--- src/rtl/rc_pkg.sv ---
package rc_pkg;

  typedef enum logic [1:0] {
    ST_HALT = 2'b00,
    ST_RUN  = 2'b01,
    ST_STEP = 2'b10,
    ST_ERR  = 2'b11
  } rc_state_e;

  typedef enum logic [1:0] {
    IC_GEN   = 2'b00,
    IC_MREF  = 2'b01,
    IC_CPLX5 = 2'b10,
    IC_CPLX6 = 2'b11
  } ins_class_e;

  localparam int unsigned BASE_MAX = 6;

  // base cycle count of a class with no indirection
  function automatic logic [2:0] base_cycles(input logic [1:0] cls);
    logic [2:0] r;
    case (ins_class_e'(cls))
      IC_CPLX5: r = 3'd5;
      IC_CPLX6: r = 3'd6;
      default:  r = 3'd4;
    endcase
    return r;
  endfunction

endpackage

--- src/rtl/rc_cycle_timer.sv ---
module rc_cycle_timer #(
  parameter int unsigned DEPTH_W = 2,
  parameter int unsigned CNT_W   = 4
) (
  input  logic               clk,
  input  logic               rst_n,
  input  logic               active,
  input  logic               abort,
  input  logic [1:0]         cls,
  input  logic [DEPTH_W-1:0] depth,
  output logic               first,
  output logic               last
);
  import rc_pkg::*;

  logic [CNT_W-1:0] cnt_q, cnt_d;
  logic [CNT_W-1:0] len_q, len_d, len_cur;
  logic             cnt_en;

  assign first   = active && (cnt_q == '0);
  assign len_cur = first ? (CNT_W'(base_cycles(cls)) + CNT_W'(depth)) : len_q;
  assign last    = active && (cnt_q == len_cur - CNT_W'(1));

  assign cnt_en = active || (cnt_q != '0);

  always_comb begin
    cnt_d = cnt_q + CNT_W'(1);
    len_d = len_q;
    if (first) len_d = len_cur;
    if (!active || abort || last) cnt_d = '0;
  end

  always_ff @(posedge clk or negedge rst_n) begin
    if (!rst_n) begin
      cnt_q <= '0;
      len_q <= '0;
    end else if (cnt_en) begin
      cnt_q <= cnt_d;
      len_q <= len_d;
    end
  end

endmodule

--- src/rtl/rc_bp_unit.sv ---
module rc_bp_unit #(
  parameter int unsigned ADDR_W = 16
) (
  input  logic              clk,
  input  logic              rst_n,
  input  logic              mclr,
  input  logic              wr_en,
  input  logic [ADDR_W-1:0] wr_data,
  input  logic [ADDR_W-1:0] next_pc,
  output logic [ADDR_W-1:0] bp_q,
  output logic              match
);
  logic [ADDR_W-1:0] bp_d;
  logic              bp_en;

  assign bp_en = mclr || wr_en;

  always_comb begin
    bp_d = wr_data;
    if (mclr) bp_d = '0;
  end

  always_ff @(posedge clk or negedge rst_n) begin
    if (!rst_n)     bp_q <= '0;
    else if (bp_en) bp_q <= bp_d;
  end

  assign match = (bp_q == next_pc);

endmodule

--- src/rtl/rc_fsm.sv ---
module rc_fsm (
  input  logic             clk,
  input  logic             rst_n,
  input  logic             cmd_run,
  input  logic             cmd_step,
  input  logic             stop_any,
  input  logic             mclr,
  input  logic             ins_first,
  input  logic             ins_illegal,
  input  logic             ins_last,
  input  logic             bp_match,
  output rc_pkg::rc_state_e state
);
  import rc_pkg::*;

  rc_state_e st_q, st_d;
  logic      skip_q, skip_d;
  logic      stop_q, stop_d;
  logic      bp_halt;

  assign bp_halt = (st_q == ST_RUN) && !skip_q && bp_match;

  always_comb begin
    st_d   = st_q;
    skip_d = skip_q;
    stop_d = stop_q;
    case (st_q)
      ST_HALT: begin
        stop_d = 1'b0;
        if (cmd_run) begin
          st_d   = ST_RUN;
          skip_d = 1'b1;
        end else if (cmd_step) begin
          st_d = ST_STEP;
        end
      end
      ST_RUN, ST_STEP: begin
        if (stop_any) stop_d = 1'b1;
        if (ins_first && ins_illegal) begin
          st_d = ST_ERR;
        end else if (ins_last) begin
          skip_d = 1'b0;
          if ((st_q == ST_STEP) || stop_any || stop_q || bp_halt) begin
            st_d   = ST_HALT;
            stop_d = 1'b0;
          end
        end
      end
      default: st_d = ST_ERR;
    endcase
    if (mclr) begin
      st_d   = ST_HALT;
      skip_d = 1'b0;
      stop_d = 1'b0;
    end
  end

  always_ff @(posedge clk or negedge rst_n) begin
    if (!rst_n) begin
      st_q   <= ST_HALT;
      skip_q <= 1'b0;
      stop_q <= 1'b0;
    end else begin
      st_q   <= st_d;
      skip_q <= skip_d;
      stop_q <= stop_d;
    end
  end

  assign state = st_q;

endmodule

--- src/rtl/cpu_run_ctrl.sv ---
module cpu_run_ctrl #(
  parameter int unsigned ADDR_W  = 16,
  parameter int unsigned DEPTH_W = 2
) (
  input  logic               clk,
  input  logic               rst_n,
  input  logic               cmd_run,
  input  logic               cmd_step,
  input  logic               cmd_stop,
  input  logic               stop_key,
  input  logic               cmd_mclr,
  input  logic               bp_wr_en,
  input  logic [ADDR_W-1:0]  bp_wr_data,
  input  logic [1:0]         ins_class,
  input  logic [DEPTH_W-1:0] ins_depth,
  input  logic               ins_illegal,
  input  logic [ADDR_W-1:0]  next_pc,
  output logic               exec_en,
  output logic               ins_first,
  output logic               ins_done,
  output logic               halted,
  output logic [1:0]         state_code,
  output logic [ADDR_W-1:0]  bp_value
);
  import rc_pkg::*;

  localparam int unsigned MAX_LEN = BASE_MAX + (2**DEPTH_W) - 1;
  localparam int unsigned CNT_W   = $clog2(MAX_LEN + 1);

  rc_state_e state;
  logic      t_first, t_last, bp_match, abort;

  assign exec_en = (state == ST_RUN) || (state == ST_STEP);
  assign abort   = cmd_mclr || (t_first && ins_illegal);

  rc_cycle_timer #(.DEPTH_W(DEPTH_W), .CNT_W(CNT_W)) u_timer (
    .clk(clk), .rst_n(rst_n), .active(exec_en), .abort(abort),
    .cls(ins_class), .depth(ins_depth), .first(t_first), .last(t_last)
  );

  rc_bp_unit #(.ADDR_W(ADDR_W)) u_bp (
    .clk(clk), .rst_n(rst_n), .mclr(cmd_mclr), .wr_en(bp_wr_en),
    .wr_data(bp_wr_data), .next_pc(next_pc), .bp_q(bp_value), .match(bp_match)
  );

  rc_fsm u_fsm (
    .clk(clk), .rst_n(rst_n), .cmd_run(cmd_run), .cmd_step(cmd_step),
    .stop_any(cmd_stop || stop_key), .mclr(cmd_mclr), .ins_first(t_first),
    .ins_illegal(ins_illegal), .ins_last(t_last), .bp_match(bp_match), .state(state)
  );

  assign ins_first  = t_first;
  assign ins_done   = t_last && !(t_first && ins_illegal);
  assign halted     = !exec_en;
  assign state_code = state;

endmodule

--- config.mk ---
export PLATFORM = sky130hd
export DESIGN_NAME = cpu_run_ctrl
export DESIGN_NICKNAME = d
export VERILOG_FILES = /design/src/rtl/rc_pkg.sv /design/src/rtl/rc_cycle_timer.sv /design/src/rtl/rc_bp_unit.sv /design/src/rtl/rc_fsm.sv /design/src/rtl/cpu_run_ctrl.sv
export SDC_FILE = /design/constraint.sdc
export NUM_CORES = 1
export LEC_CHECK = 0
export ABC_AREA = 1
export BUFFER_PORTS_ARGS = -buffer_cell sky130_fd_sc_hd__buf_4
export CAP_MARGIN = 20
export CORE_MARGIN = 1
export CORE_UTILIZATION = 40
export CTS_CLUSTER_SIZE = 14
export DETAILED_ROUTE_END_ITERATION = 8
export GPL_ROUTABILITY_DRIVEN = 1
export PLACE_DENSITY = 0.7
export SLEW_MARGIN = 10
export SYNTH_ARGS = -nofsm -noshare
export SYNTH_HDL_FRONTEND = slang
export SYNTH_SLANG_ARGS = --single-unit
--- constraint.sdc ---
create_clock -name clk -period 2.88 [get_ports clk]
set_clock_uncertainty 0.1 [all_clocks]
set_input_delay 0.576 -clock clk [delete_from_list [all_inputs] [get_ports clk]]
set_output_delay 0.576 -clock clk [all_outputs]
set_load 0.02 [all_outputs]
## Word-level counts from Yosys, hierarchy flattened

Index checks and enable logic that the tools add are counted.

| word-level totals | value |
|---|---|
| flip-flop bits (word level) | 28 |
| input port bits | 45 |
| output and inout bits | 22 |
| word-level logic and storage cells | 70 |

| cells by class | value |
|---|---|
| add/sub/neg operators | 3 |
| equal/unequal tests | 12 |
| mux-type cells | 22 |
| reductions and logical operators | 27 |

Operators with widths:

| kind | count |
|---|---|
| $eq A16 B16 Y1 | 1 |
| $mux W16 | 1 |
| $mux W2 | 6 |
| $logic_or A1 B1 Y1 | 10 |
| $mux W1 | 9 |
| $ne A3 B3 Y1 const B | 3 |
| $mux W4 | 2 |
| $ne A4 B4 Y1 const B | 2 |
| $pmux W2 S2 | 2 |
| $eq A2 B2 Y1 const B | 3 |
| $logic_and A1 B1 Y1 | 6 |
| $add A3 B2 Y4 | 1 |
| $add A4 B1 Y4 const B | 1 |
| $eq A4 B4 Y1 | 1 |
| $logic_not A4 Y1 | 1 |
| $ne A4 B3 Y1 const B | 1 |
| $pmux W1 S2 | 2 |
| $reduce_and A4 Y1 | 1 |
| $reduce_bool A4 Y1 | 1 |
| $sub A4 B1 Y4 const B | 1 |
| $logic_not A1 Y1 | 3 |
| $reduce_and A3 Y1 | 1 |
| $reduce_bool A3 Y1 | 1 |
| $eq A2 B1 Y1 const B | 1 |
| other kinds (3) | 3 |

## Depth between registers and ports, before layout

| depth | value |
|---|---|
| word-level depth | 11 |
| gate-level depth with buffers | 19 |

## Modules after synthesis

From an unflattened synthesis, not the netlist that was laid out.

| unflattened totals | value |
|---|---|
| cells, all modules | 271 |
| area, all modules | 1964.4 µm² |

By module, submodules not included:

| module | times used | cells each | area an instance (µm²) | sequential area each (µm²) |
|---|---|---|---|---|
| rc_bp_unit | 1 | 117 | 937.1 | 400.4 |
| rc_cycle_timer | 1 | 91 | 638.1 | 200.2 |
| rc_fsm | 1 | 49 | 332.8 | 100.1 |
| cpu_run_ctrl | 1 | 14 | 56.3 | 0.0 |

## Least setup slack after synthesis

Ideal clock, no wire load.

| timing path | value |
|---|---|
| path kind | input port to output port |
| start point | input ins_class[1] |
| end point | output ins_done |
| arrival time | 2.621 ns |
| path slack | -0.417 ns |
| stages | 16 |
| cell sequence | inv_1 -> nor2_1 -> ha_1 -> inv_1 -> fa_1 -> inv_1 -> nand4_1 -> nand2_2 -> inv_1 -> ha_1 -> xnor2_1 -> nand3b_1 -> nand2_1 -> nor2_4 -> nand3_2 -> nor2_1 |

| between the ends | value |
|---|---|
| longest elaborated chain between the ends | 8 |

RTL lines:

| item | line | source |
|---|---|---|
| from (decl) | cpu_run_ctrl.sv:14 | `input logic [1:0] ins_class,` |
| $eq A2 B2 Y1 | rc_pkg.sv:22 | `case (ins_class_e'(cls))` |
| $pmux W2 S2 (*) | rc_pkg.sv:22 |  |
| $add A3 B2 Y4 (*) | rc_cycle_timer.sv:21 | `assign len_cur = first ? (CNT_W'(base_cycles(cls)) + CNT_W'(depth)) : len_q;` |
| $mux W4 (*) | rc_cycle_timer.sv:21 |  |
| $sub A4 B1 Y4 (*) | rc_cycle_timer.sv:22 | `assign last = active && (cnt_q == len_cur - CNT_W'(1));` |
| $eq A4 B4 Y1 (*) | rc_cycle_timer.sv:22 |  |
| $logic_and A1 B1 Y1 (*) | rc_cycle_timer.sv:22 |  |
| $logic_and A1 B1 Y1 (*) | cpu_run_ctrl.sv:53 | `assign ins_done = t_last && !(t_first && ins_illegal);` |
| to (decl) | cpu_run_ctrl.sv:20 | `output logic ins_done,` |

Every way passes the cells marked *; elsewhere a longest branch is shown, timed or not.

## Final worst setup path

Same ends and word-level chain as after synthesis.

==> metrics <==
WS Path Type in -> out; Fin Hold WS 0.105 ns; crit end category output port; DRT iter0 DRCs 117; gr usage total 19.6%; asr flop ratio synth 100%; Max Clk Rate 297 MHz; share of layout cells above drive strength 1 36.7%; multi-input logic area 991 µm²; slew margin rel. 75.4%; die area 4760 µm²; Max Slew Vio Count 0; H-Tree Level Count 1; # fillers 386; outcome complete, but fails checks; routed wire length 4630 µm; port bufs 66; Initial Utilization 43.3%; routed wl met3 322 µm; DP Area 2420 µm²; Antenna Nets Post-Route 0; final setup vio count 1; largest net degree at the start of global routing 29; total core area 4140 µm²; Sw Share 45.7%; fin area 2540 µm²; CTS root buffer clkbuf_8; Critical Path Fanout Max 2; Syn. warnings 0; clock buffer depth 2; vias per inst 4.96; drt first pass iters 4; Peak VDD IR 0.903 mV; clk sinks 28; Num CTS Buffers 3; Post-Syn Area 1790 µm²; power per cell area 946 nW/µm²; CP arrival 2.70 ns; period utilization 117%; flop-to-flop setup slack 0.23 ns; Req. time, crit path 2.20 ns; Min Clock Period, post-route 3.37 ns; FP Rows 23; Die W 69.0 µm; most frequent cells after synthesis 37 x inv_1, 37 x nand2_1, 31 x nand3_1; Seq/Total Area, Yosys 39.1%; P_int 1.31 mW; top cells by area, synth dfrtp_1 39%, nand3_1 8.6%, inv_1 7.7%; met2 WL 2260 µm; failing checks negative setup slack; Mapped Cells 231; number of remaining DRC errors 0; Vias 1774; combinational fraction of design power 69.4%; CTS tree yes; Clock power frac 9.1%; Hold Vio Cnt, Final 0; area leader, netlist dfrtp_1; gp weighted congestion 0.853; number of I/O pins 67; Top Layer Used met4; first-pass GRT wire length 6870 µm; Skew-Pair Late Insertion Delay 0.28 ns; DR WL/cell 12.9 µm; Synth cell types 28; hpwl dp 3500 µm; Synth top area share 39.1%; vias in the first global route 1561; hold crit path type in -> async; antenna violations before repair 0; fin worst setup slack -0.492 ns; Avg Inst Size Synth 7.77 µm²; Die Span Y 69.0 µm; Max-cap violations 0; RSZ-0062 raised after global routing yes; Reg power frac 21.5%; Primary FF master, synth dfrtp_1; P&R area growth vs syn 41.7%; Register Area 701 µm²; wl on met1 2000 µm; Total Nets Final 364; Worst Tran Pin Value 0.370 ns; Post-synth EDFFs 0; syn nets 285; clock transition at the registers of the reported paths 0.09 ns; LEAKAGE 1.31 nW; Synth Register Bits 28; diodes inserted 0; GRT overflow 0; crit path launch type primary input; net load switching power 1.10 mW
## state kept, by name (all words and copies together), names as in the netlist
name / cells
u_bp.bp_q: 16
u_fsm.skip_q: 1
u_fsm.stop_q: 1
u_fsm.state: 2
u_timer.len_q: 4
u_timer.cnt_q: 4
## final cells by class
type | instances | share of cell area (%)
well taps | 50 | 2.46
multi-input cells | 159 | 39.0
clock buffers | 3 | 1.62
flip-flops and latches | 28 | 27.6
repair buffers | 79 | 23.6
inverters | 39 | 5.76
## per-layer routing
layer  vias to the layer above  global-route usage [%]
met5                         -                       0
met4                         0                    6.12
met3                         5                    2.96
met2                        51                    34.3
met1                       825                    24.6
li1                        893                       -
## placed cells by master, fill, tap and decap left out, drive strengths merged
cell,instances
o22ai,2
o21ai,24
nor2,17
nand3,34
nor3,2
nand4,3
nor3b,1
xor2,7
or2,2
a21oi,5
nand3b,3
xnor2,3
ha,8
nand2,47
clkbuf,3
dfrtp,28
fa,1
clkinv,1
buf,79
inv,38
## worst max-delay path: stages
cell,delay (ns)
buf_4,0.09
inv_2,0.04
nor2_4,0.06
ha_2,0.17
inv_2,0.03
fa_1,0.42
inv_1,0.06
nand4_1,0.10
nand2_2,0.11
inv_2,0.04
ha_4,0.15
xnor2_2,0.16
nand3b_1,0.15
nand2_2,0.08
nor2_4,0.14
nand3_4,0.09
nor2_4,0.09
buf_6,0.11
## through the flow
stage / power [mW] / utilization, % / setup slack [ns] / instances / setup TNS (ns)
2_1_floorplan: 1.47 / - / -0.299 / 231 / -0.299
3_3_place_gp: 1.97 / 58.5 / -0.475 / 353 / -0.983
3_5_place_dp: 2.00 / 58.5 / -0.546 / 353 / -1.61
4_1_cts: 2.27 / 59.8 / -0.513 / 357 / -0.513
5_1_grt: 2.58 / 61.4 / -0.587 / 358 / -0.867
6_report: 2.41 / 61.4 / -0.492 / 358 / -0.492
## kinds of logic after synthesis
group	count (synthesis)	synth area share [%]
and+or+nand+nor	109	31.4
buffers and inverters	44	9.20
AOI/OAI and AO/OA	31	8.79
DFF	28	39.1
xor gates and xnor gates	10	4.88
adders and majority gates	9	6.69
## power by group through the flow
stage | Sequential [mW] | Clock (mW) | Combinational, mW
CTS | 0.515 | 0.221 | 1.53
finish | 0.517 | 0.220 | 1.67
global route | 0.523 | 0.232 | 1.83
detailed placement | 0.522 | 0 | 1.48
global placement | 0.520 | 0 | 1.45
floorplan | 0.556 | 0 | 0.914
## worst paths after layout
| path | depth (start not counted) | start | to |
|---|---|---|---|
| worst max-delay path | 18 | ins_class[1] | ins_done |
| worst min-delay path | 1 | rst_n | u_bp.bp_q[13] |
| worst max register to register | 17 | u_timer.cnt_q[1] | u_fsm.state[1] |
| worst min register to register | 2 | u_fsm.skip_q | u_fsm.skip_q |
| max in group asynchronous | 1 | rst_n | u_bp.bp_q[5] |
| min in group clk | 2 | u_fsm.skip_q | u_fsm.skip_q |
## timing repair
action	in CTS	in global routing
buffers inserted	1	1
pin swaps	5	7
setup endpoints to repair	1	4
hold buffers	0	0
resized for setup	2	14
(Power assumes the default switching activity.)
